`src/rtl/pbw_pkg.sv`:
```
package pbw_pkg;

    // Default geometry of the capture path
    localparam int PIX_W = 8;
    localparam int LANES = 4;
    localparam int ROW_W = 10;
    localparam int COL_W = 9;

    // Qualifier levels and edges as seen by the downstream stages
    typedef struct packed {
        logic fval_lvl;
        logic lval_lvl;
        logic accept;
        logic l_rise;
        logic l_fall;
        logic f_rise;
        logic f_fall;
    } qual_t;

endpackage

```
`src/rtl/pbw_qual_sync.sv`:
```
module pbw_qual_sync #(
    parameter int PIX_W = pbw_pkg::PIX_W
) (
    input  logic             clk,
    input  logic             rst_n,
    input  logic             frame_ok,
    input  logic             line_ok,
    input  logic             data_ok,
    input  logic [PIX_W-1:0] pix_in,
    output pbw_pkg::qual_t   qual_o,
    output logic [PIX_W-1:0] pix_o
);
    typedef struct packed {
        logic             fv;
        logic             lv;
        logic             dv;
        logic             fv_p;
        logic             lv_p;
        logic [PIX_W-1:0] pix;
    } sync_t;

    sync_t st_d, st_q;

    always_comb begin
        st_d      = st_q;
        st_d.fv_p = st_q.fv;
        st_d.lv_p = st_q.lv;
        st_d.fv   = frame_ok;
        st_d.lv   = line_ok;
        st_d.dv   = data_ok;
        st_d.pix  = pix_in;
    end

    always_ff @(posedge clk) begin
        if (!rst_n) st_q <= '0;
        else        st_q <= st_d;
    end

    always_comb begin
        qual_o.fval_lvl = st_q.fv;
        qual_o.lval_lvl = st_q.lv;
        qual_o.accept   = st_q.fv & st_q.lv & st_q.dv;
        qual_o.l_rise   = st_q.lv & ~st_q.lv_p;
        qual_o.l_fall   = ~st_q.lv & st_q.lv_p;
        qual_o.f_rise   = st_q.fv & ~st_q.fv_p;
        qual_o.f_fall   = ~st_q.fv & st_q.fv_p;
        pix_o           = st_q.pix;
    end

endmodule

```
`src/rtl/pbw_packer.sv`:
```
module pbw_packer #(
    parameter int PIX_W = pbw_pkg::PIX_W,
    parameter int LANES = pbw_pkg::LANES
) (
    input  logic                   clk,
    input  logic                   rst_n,
    input  pbw_pkg::qual_t         qual_i,
    input  logic [PIX_W-1:0]       pix_i,
    output logic                   emit_o,
    output logic [PIX_W*LANES-1:0] word_o
);
    localparam int WORD_W = PIX_W * LANES;
    localparam int LANE_W = (LANES > 1) ? $clog2(LANES) : 1;
    localparam logic [LANE_W-1:0] LAST_LANE = LANE_W'(LANES - 1);

    typedef struct packed {
        logic [LANE_W-1:0] lane;
        logic [WORD_W-1:0] acc;
    } pack_t;

    pack_t st_d, st_q;
    logic  flush;

    always_comb begin
        st_d   = st_q;
        emit_o = 1'b0;
        word_o = st_q.acc;
        flush  = (qual_i.l_fall | qual_i.f_fall) && (st_q.lane != '0);
        if (qual_i.accept) begin
            word_o[st_q.lane*PIX_W +: PIX_W] = pix_i;
            if (st_q.lane == LAST_LANE) begin
                emit_o    = 1'b1;
                st_d.acc  = '0;
                st_d.lane = '0;
            end else begin
                st_d.acc  = word_o;
                st_d.lane = st_q.lane + 1'b1;
            end
        end else if (flush) begin
            emit_o    = 1'b1;
            st_d.acc  = '0;
            st_d.lane = '0;
        end
    end

    always_ff @(posedge clk) begin
        if (!rst_n) st_q <= '0;
        else        st_q <= st_d;
    end

    AST_LANE_IDLE: assert property (@(posedge clk) disable iff (!rst_n)
        !qual_i.lval_lvl |=> (st_q.lane == '0));

endmodule

```
`src/rtl/pbw_addr_gen.sv`:
```
module pbw_addr_gen #(
    parameter int ROW_W  = pbw_pkg::ROW_W,
    parameter int COL_W  = pbw_pkg::COL_W,
    parameter int WORD_W = pbw_pkg::PIX_W * pbw_pkg::LANES
) (
    input  logic                   clk,
    input  logic                   rst_n,
    input  pbw_pkg::qual_t         qual_i,
    input  logic                   emit_i,
    input  logic [WORD_W-1:0]      word_i,
    output logic [ROW_W+COL_W-1:0] mem_addr,
    output logic [WORD_W-1:0]      mem_data,
    output logic                   mem_wr,
    output logic                   mem_bank,
    output logic                   frame_done
);
    localparam int ADDR_W = ROW_W + COL_W;

    typedef struct packed {
        logic [ROW_W-1:0]  row;
        logic [COL_W-1:0]  col;
        logic              bank;
        logic [ADDR_W-1:0] addr;
        logic [WORD_W-1:0] data;
        logic              wr;
        logic              obank;
        logic              irq;
    } agen_t;

    agen_t st_d, st_q;

    always_comb begin
        st_d       = st_q;
        st_d.wr    = 1'b0;
        st_d.irq   = qual_i.f_fall;
        st_d.obank = st_q.bank;
        if (emit_i) begin
            st_d.wr   = 1'b1;
            st_d.addr = {st_q.row, st_q.col};
            st_d.data = word_i;
            st_d.col  = st_q.col + 1'b1;
        end
        if (qual_i.l_fall) st_d.row = st_q.row + 1'b1;
        if (qual_i.l_rise) st_d.col = '0;
        if (qual_i.f_rise) begin
            st_d.row = '0;
            st_d.col = '0;
        end
        if (qual_i.f_fall) st_d.bank = ~st_q.bank;
    end

    always_ff @(posedge clk) begin
        if (!rst_n) st_q <= '0;
        else        st_q <= st_d;
    end

    assign mem_addr   = st_q.addr;
    assign mem_data   = st_q.data;
    assign mem_wr     = st_q.wr;
    assign mem_bank   = st_q.obank;
    assign frame_done = st_q.irq;

    AST_IRQ_SINGLE: assert property (@(posedge clk) disable iff (!rst_n)
        st_q.irq |=> !st_q.irq);

    AST_BANK_AT_IRQ: assert property (@(posedge clk) disable iff (!rst_n)
        (st_q.bank != $past(st_q.bank)) |-> st_q.irq);

    AST_WR_IN_FRAME: assert property (@(posedge clk) disable iff (!rst_n)
        st_q.wr |-> ($past(qual_i.fval_lvl) || $past(qual_i.f_fall)));

    AST_COL_CLEAR: assert property (@(posedge clk) disable iff (!rst_n)
        qual_i.l_rise |=> (st_q.col == '0));

    AST_ROW_CLEAR: assert property (@(posedge clk) disable iff (!rst_n)
        qual_i.f_rise |=> (st_q.row == '0));

endmodule

```
`src/rtl/pix_bank_writer.sv`:
```
module pix_bank_writer #(
    parameter int PIX_W = pbw_pkg::PIX_W,
    parameter int LANES = pbw_pkg::LANES,
    parameter int ROW_W = pbw_pkg::ROW_W,
    parameter int COL_W = pbw_pkg::COL_W
) (
    input  logic                         clk,
    input  logic                         rst_n,
    input  logic                         frame_ok,
    input  logic                         line_ok,
    input  logic                         data_ok,
    input  logic [PIX_W-1:0]             pix_in,
    output logic [ROW_W+COL_W-1:0]       mem_addr,
    output logic [PIX_W*LANES-1:0]       mem_data,
    output logic                         mem_wr,
    output logic                         mem_bank,
    output logic                         frame_done
);
    localparam int WORD_W = PIX_W * LANES;

    pbw_pkg::qual_t    qual;
    logic [PIX_W-1:0]  pix_s;
    logic              emit;
    logic [WORD_W-1:0] word;

    pbw_qual_sync #(.PIX_W(PIX_W)) u_sync (
        .clk      (clk),
        .rst_n    (rst_n),
        .frame_ok (frame_ok),
        .line_ok  (line_ok),
        .data_ok  (data_ok),
        .pix_in   (pix_in),
        .qual_o   (qual),
        .pix_o    (pix_s)
    );

    pbw_packer #(.PIX_W(PIX_W), .LANES(LANES)) u_pack (
        .clk    (clk),
        .rst_n  (rst_n),
        .qual_i (qual),
        .pix_i  (pix_s),
        .emit_o (emit),
        .word_o (word)
    );

    pbw_addr_gen #(.ROW_W(ROW_W), .COL_W(COL_W), .WORD_W(WORD_W)) u_agen (
        .clk        (clk),
        .rst_n      (rst_n),
        .qual_i     (qual),
        .emit_i     (emit),
        .word_i     (word),
        .mem_addr   (mem_addr),
        .mem_data   (mem_data),
        .mem_wr     (mem_wr),
        .mem_bank   (mem_bank),
        .frame_done (frame_done)
    );

endmodule

```
`config.mk`:
```
export PLATFORM = sky130hd
export DESIGN_NAME = pix_bank_writer
export DESIGN_NICKNAME = d
export VERILOG_FILES = /design/src/rtl/pbw_pkg.sv /design/src/rtl/pbw_qual_sync.sv /design/src/rtl/pbw_packer.sv /design/src/rtl/pbw_addr_gen.sv /design/src/rtl/pix_bank_writer.sv
export SDC_FILE = /design/constraint.sdc
export NUM_CORES = 1
export LEC_CHECK = 0
export BUFFER_PORTS_ARGS = -buffer_cell sky130_fd_sc_hd__buf_4
export CAP_MARGIN = 10
export CORE_MARGIN = 1
export CORE_UTILIZATION = 55
export DETAILED_ROUTE_END_ITERATION = 6
export PLACE_DENSITY = 0.75
export SYNTH_ARGS = -nofsm -noshare
export SYNTH_HDL_FRONTEND = slang
export SYNTH_SLANG_ARGS = --single-unit
```
`constraint.sdc`:
```
create_clock -name clk -period 2.35 [get_ports clk]
set_input_delay 0.235 -clock clk [delete_from_list [all_inputs] [get_ports clk]]
set_output_delay 0.235 -clock clk [all_outputs]
set_load 0.02 [all_outputs]
```
==> results_dict.tcl <==
set metrics [dict create \
    synth_compound_area_frac 0.217 \
    fmax_mhz 475 \
    syn-instance-count 528 \
    drt_pass1_iterations 5 \
    synthDistinctLibCells 56 \
    syn-num-nets 549 \
    vias 3860 \
    cts_made_buffers 17 \
    start_kind "flop" \
    cts-root-buf "clkbuf_8" \
    tightest_slew_ps 520 \
    setup_violations 0 \
    synthMuxAreaShare 0 \
    ios 67 \
    synthAdderAreaFrac 0.0193 \
    netlist_area_um2 5190 \
    regToRegSetupSlack_ps 250 \
    initial_core_util 0.564 \
    wl_um 11000 \
    hpwl_um 7270 \
    status "finished clean" \
    cp_max_fo 8 \
    endpoint "u_pack.st_q[0]" \
    clkLatencyLatePin_ps 510 \
    tns_ps 0 \
    yosysSeqAreaShare 0.467 \
    grtUsageTotal 0.238 \
    synth.avg_cell_area_um2 9.83 \
    synth_top_family_by_area "compound AO/OA/AOI/OAI gates" \
    num_rows 35 \
    yosys_warnings 0 \
    fp.dieH_um 99.2 \
    grt_pass1_wl_um 18200 \
    final.min_clock_period_ps 2100 \
    reg2reg_depth 4 \
    setup.worst_path.end_class "flop" \
    r2r-end "u_pack.st_q[0]" \
    mostFrequentLayoutCell "dfxtp_1" \
    dieArea_um2 9830 \
    fin_nets 576 \
    grt_pass1_vias 3768 \
    slew_violations 0 \
    power_density_nw_per_um2 794 \
    drc_errors 0 \
    via_per_inst 5.70 \
    post-place-cells 636 \
    final_util 0.663 \
    hold_path_class "input port to flop" \
    synth_xor_area_frac 0.0270 \
    ir_drop_v 0.000476 \
    crit_required_ps 2810 \
    startpoint "u_pack.st_q[32]" \
    async_reset_ff_frac 0 \
    grt_max_degree 55 \
    relSlewSlack 0.652 \
    p_leak_uw 0.00228 \
    gr-total-overflow 0 \
    core_um2 9200 \
    antenna_found_initial 0 \
    synth-seq-cells 121 \
    final_cell_mix "dfxtp_1 (121), buf_4 (78), nand2_1 (45), nor2_1 (30), o2bb2ai_1 (30)" \
    clkSinkCount 121 \
    antenna_cells 0 \
    synth-simple-area-share 0.164 \
    finalClockSkew_ps 17.7 \
    cp.arrival_ps 2560 \
    h-tree-depth 4 \
    r2r-start "u_pack.st_q[32]" \
    final-hold-violation-count 0 \
    ant_nets 0 \
    clkTransAtPathRegs_ps 60 \
    layout-drive-gt1-share 0.240 \
    synth_ff_type "dfxtp_1" \
    cap_violations 0 \
    syn2layout_area_growth_pct 17.4 \
    min_path_cells 2 \
    power_uw 4840 \
    avgRoutedWirePerCell_um 16.3 \
    dieWidth_um 99.2 \
    path_class "flop to flop" \
    synth_edf_count 0 \
    cts_tree "done" \
    drtIter0Drc 215 \
    rsz0062_at_grt "no" \
    cts.path.max_buffers 2 \
    finalNonFillerCells 677 \
    portBuffers 66 \
    post-route-period-util 0.895 \
    place_congestion 1.01 \
]
-- synthesized netlist by cell type, types with 2 or more instances --
master,count,area [um2]
o21a_1,4,30.0
nor2_1,30,113
xor2_1,9,78.8
nand3b_1,2,15.0
nor3b_1,2,15.0
o2bb2ai_1,30,263
clkbuf_1,15,56.3
nor2_2,2,12.5
a22oi_1,29,218
buf_1,6,22.5
dfxtp_1,121,2420
buf_6,2,22.5
buf_4,53,398
nand2_1,45,169
inv_1,6,22.5
nand4_1,5,31.3
a21oi_1,8,40.0
or3_1,2,12.5
a21o_1,3,22.5
o2bb2ai_2,9,135
a32o_1,18,180
and2_1,16,100
nor4_4,2,42.5
nand2b_1,2,12.5
nand2b_4,2,27.5
o21ai_0,20,100
ha_1,8,100
nor3_2,2,20.0
buf_2,5,25.0
nand2_2,2,12.5
xnor2_1,7,61.3
nor3_1,2,10.0
nand3_1,29,145
or4_1,2,15.0
and3_1,3,18.8
nor2b_1,2,12.5
a221oi_1,3,26.3
o21ai_1,2,10.0
-- how the worst min path moves through the flow --
stage               slack, ps            start                 end
finish                    240            rst_n     u_pack.st_q[32]
global route              250            rst_n     u_sync.pix_o[1]
CTS                       220            rst_n  u_agen.mem_addr[7]
detailed placement        440  u_pack.st_q[22]     u_pack.st_q[22]
global placement          440  u_pack.st_q[22]     u_pack.st_q[22]
floorplan                 360        pix_in[0]     u_sync.pix_o[0]
-- routing by layer --
layer | global-route usage | routed length (um) | vias up
met5 | 0 | 0 | -
met4 | 0.110 | 255 | 0
met3 | 0.0478 | 479 | 20
met2 | 0.386 | 5200 | 113
met1 | 0.309 | 5110 | 1823
li1 | - | - | 1904
-- final cells by class --
cell class              count  area (um2)
inverters                   7        26.3
fillers                   737        3100
flip-flops and latches    121        2420
clock inverters            13         180
multi-input cells         319        2220
clock buffers              17         414
repair buffers             89         696
well taps                 111         139
-- worst max-delay path, stage by stage, from the launching register on --
cell and delay (ps):
dfxtp_1 360, ha_1 260, nand4b_1 400, or4_1 760, a2bb2o_4 270
-- registers in the layout, summed over array words and instances, names as in the netlist, 2 cells and up --
signal,count
u_agen.mem_addr,19
u_agen.mem_data,32
u_agen.st_q,19
u_pack.st_q,34
u_sync.pix_o,8
u_sync.qual_o,2
u_sync.st_q,3
-- per-stage QoR --
| step | instance area [um2] | setup WS [ps] | hold WS, ps |
|---|---|---|---|
| global placement | 5390 | 356 | 435 |
| global route | 6100 | 125 | 255 |
| CTS | 6100 | 272 | 215 |
| floorplan | 5190 | 402 | 362 |
| finish | 6100 | 246 | 244 |
| detailed placement | 5390 | 289 | 444 |
-- logic make-up after synthesis --
logic type,after synthesis
xor+xnor,16
compound gates,136
fa+ha+maj,8
simple gates,159
buf+inv,88
flops,121
-- report_power, final --
group	switching (uW)	total, uW	leakage [uW]	internal, uW
sequential	31.3	2100	0.000978	2070
clock	899	2600	0.000285	1700
combinational	82.2	140	0.00102	57.5
total	1010	4840	0.00228	3830
-- timing repair --
action                    4_1_cts  5_1_grt
buffers inserted                0        0
resized for setup               0        0
hold buffers                   11        0
hold endpoints to repair       11        0
Note: power is estimated with default switching activity, not from simulation.
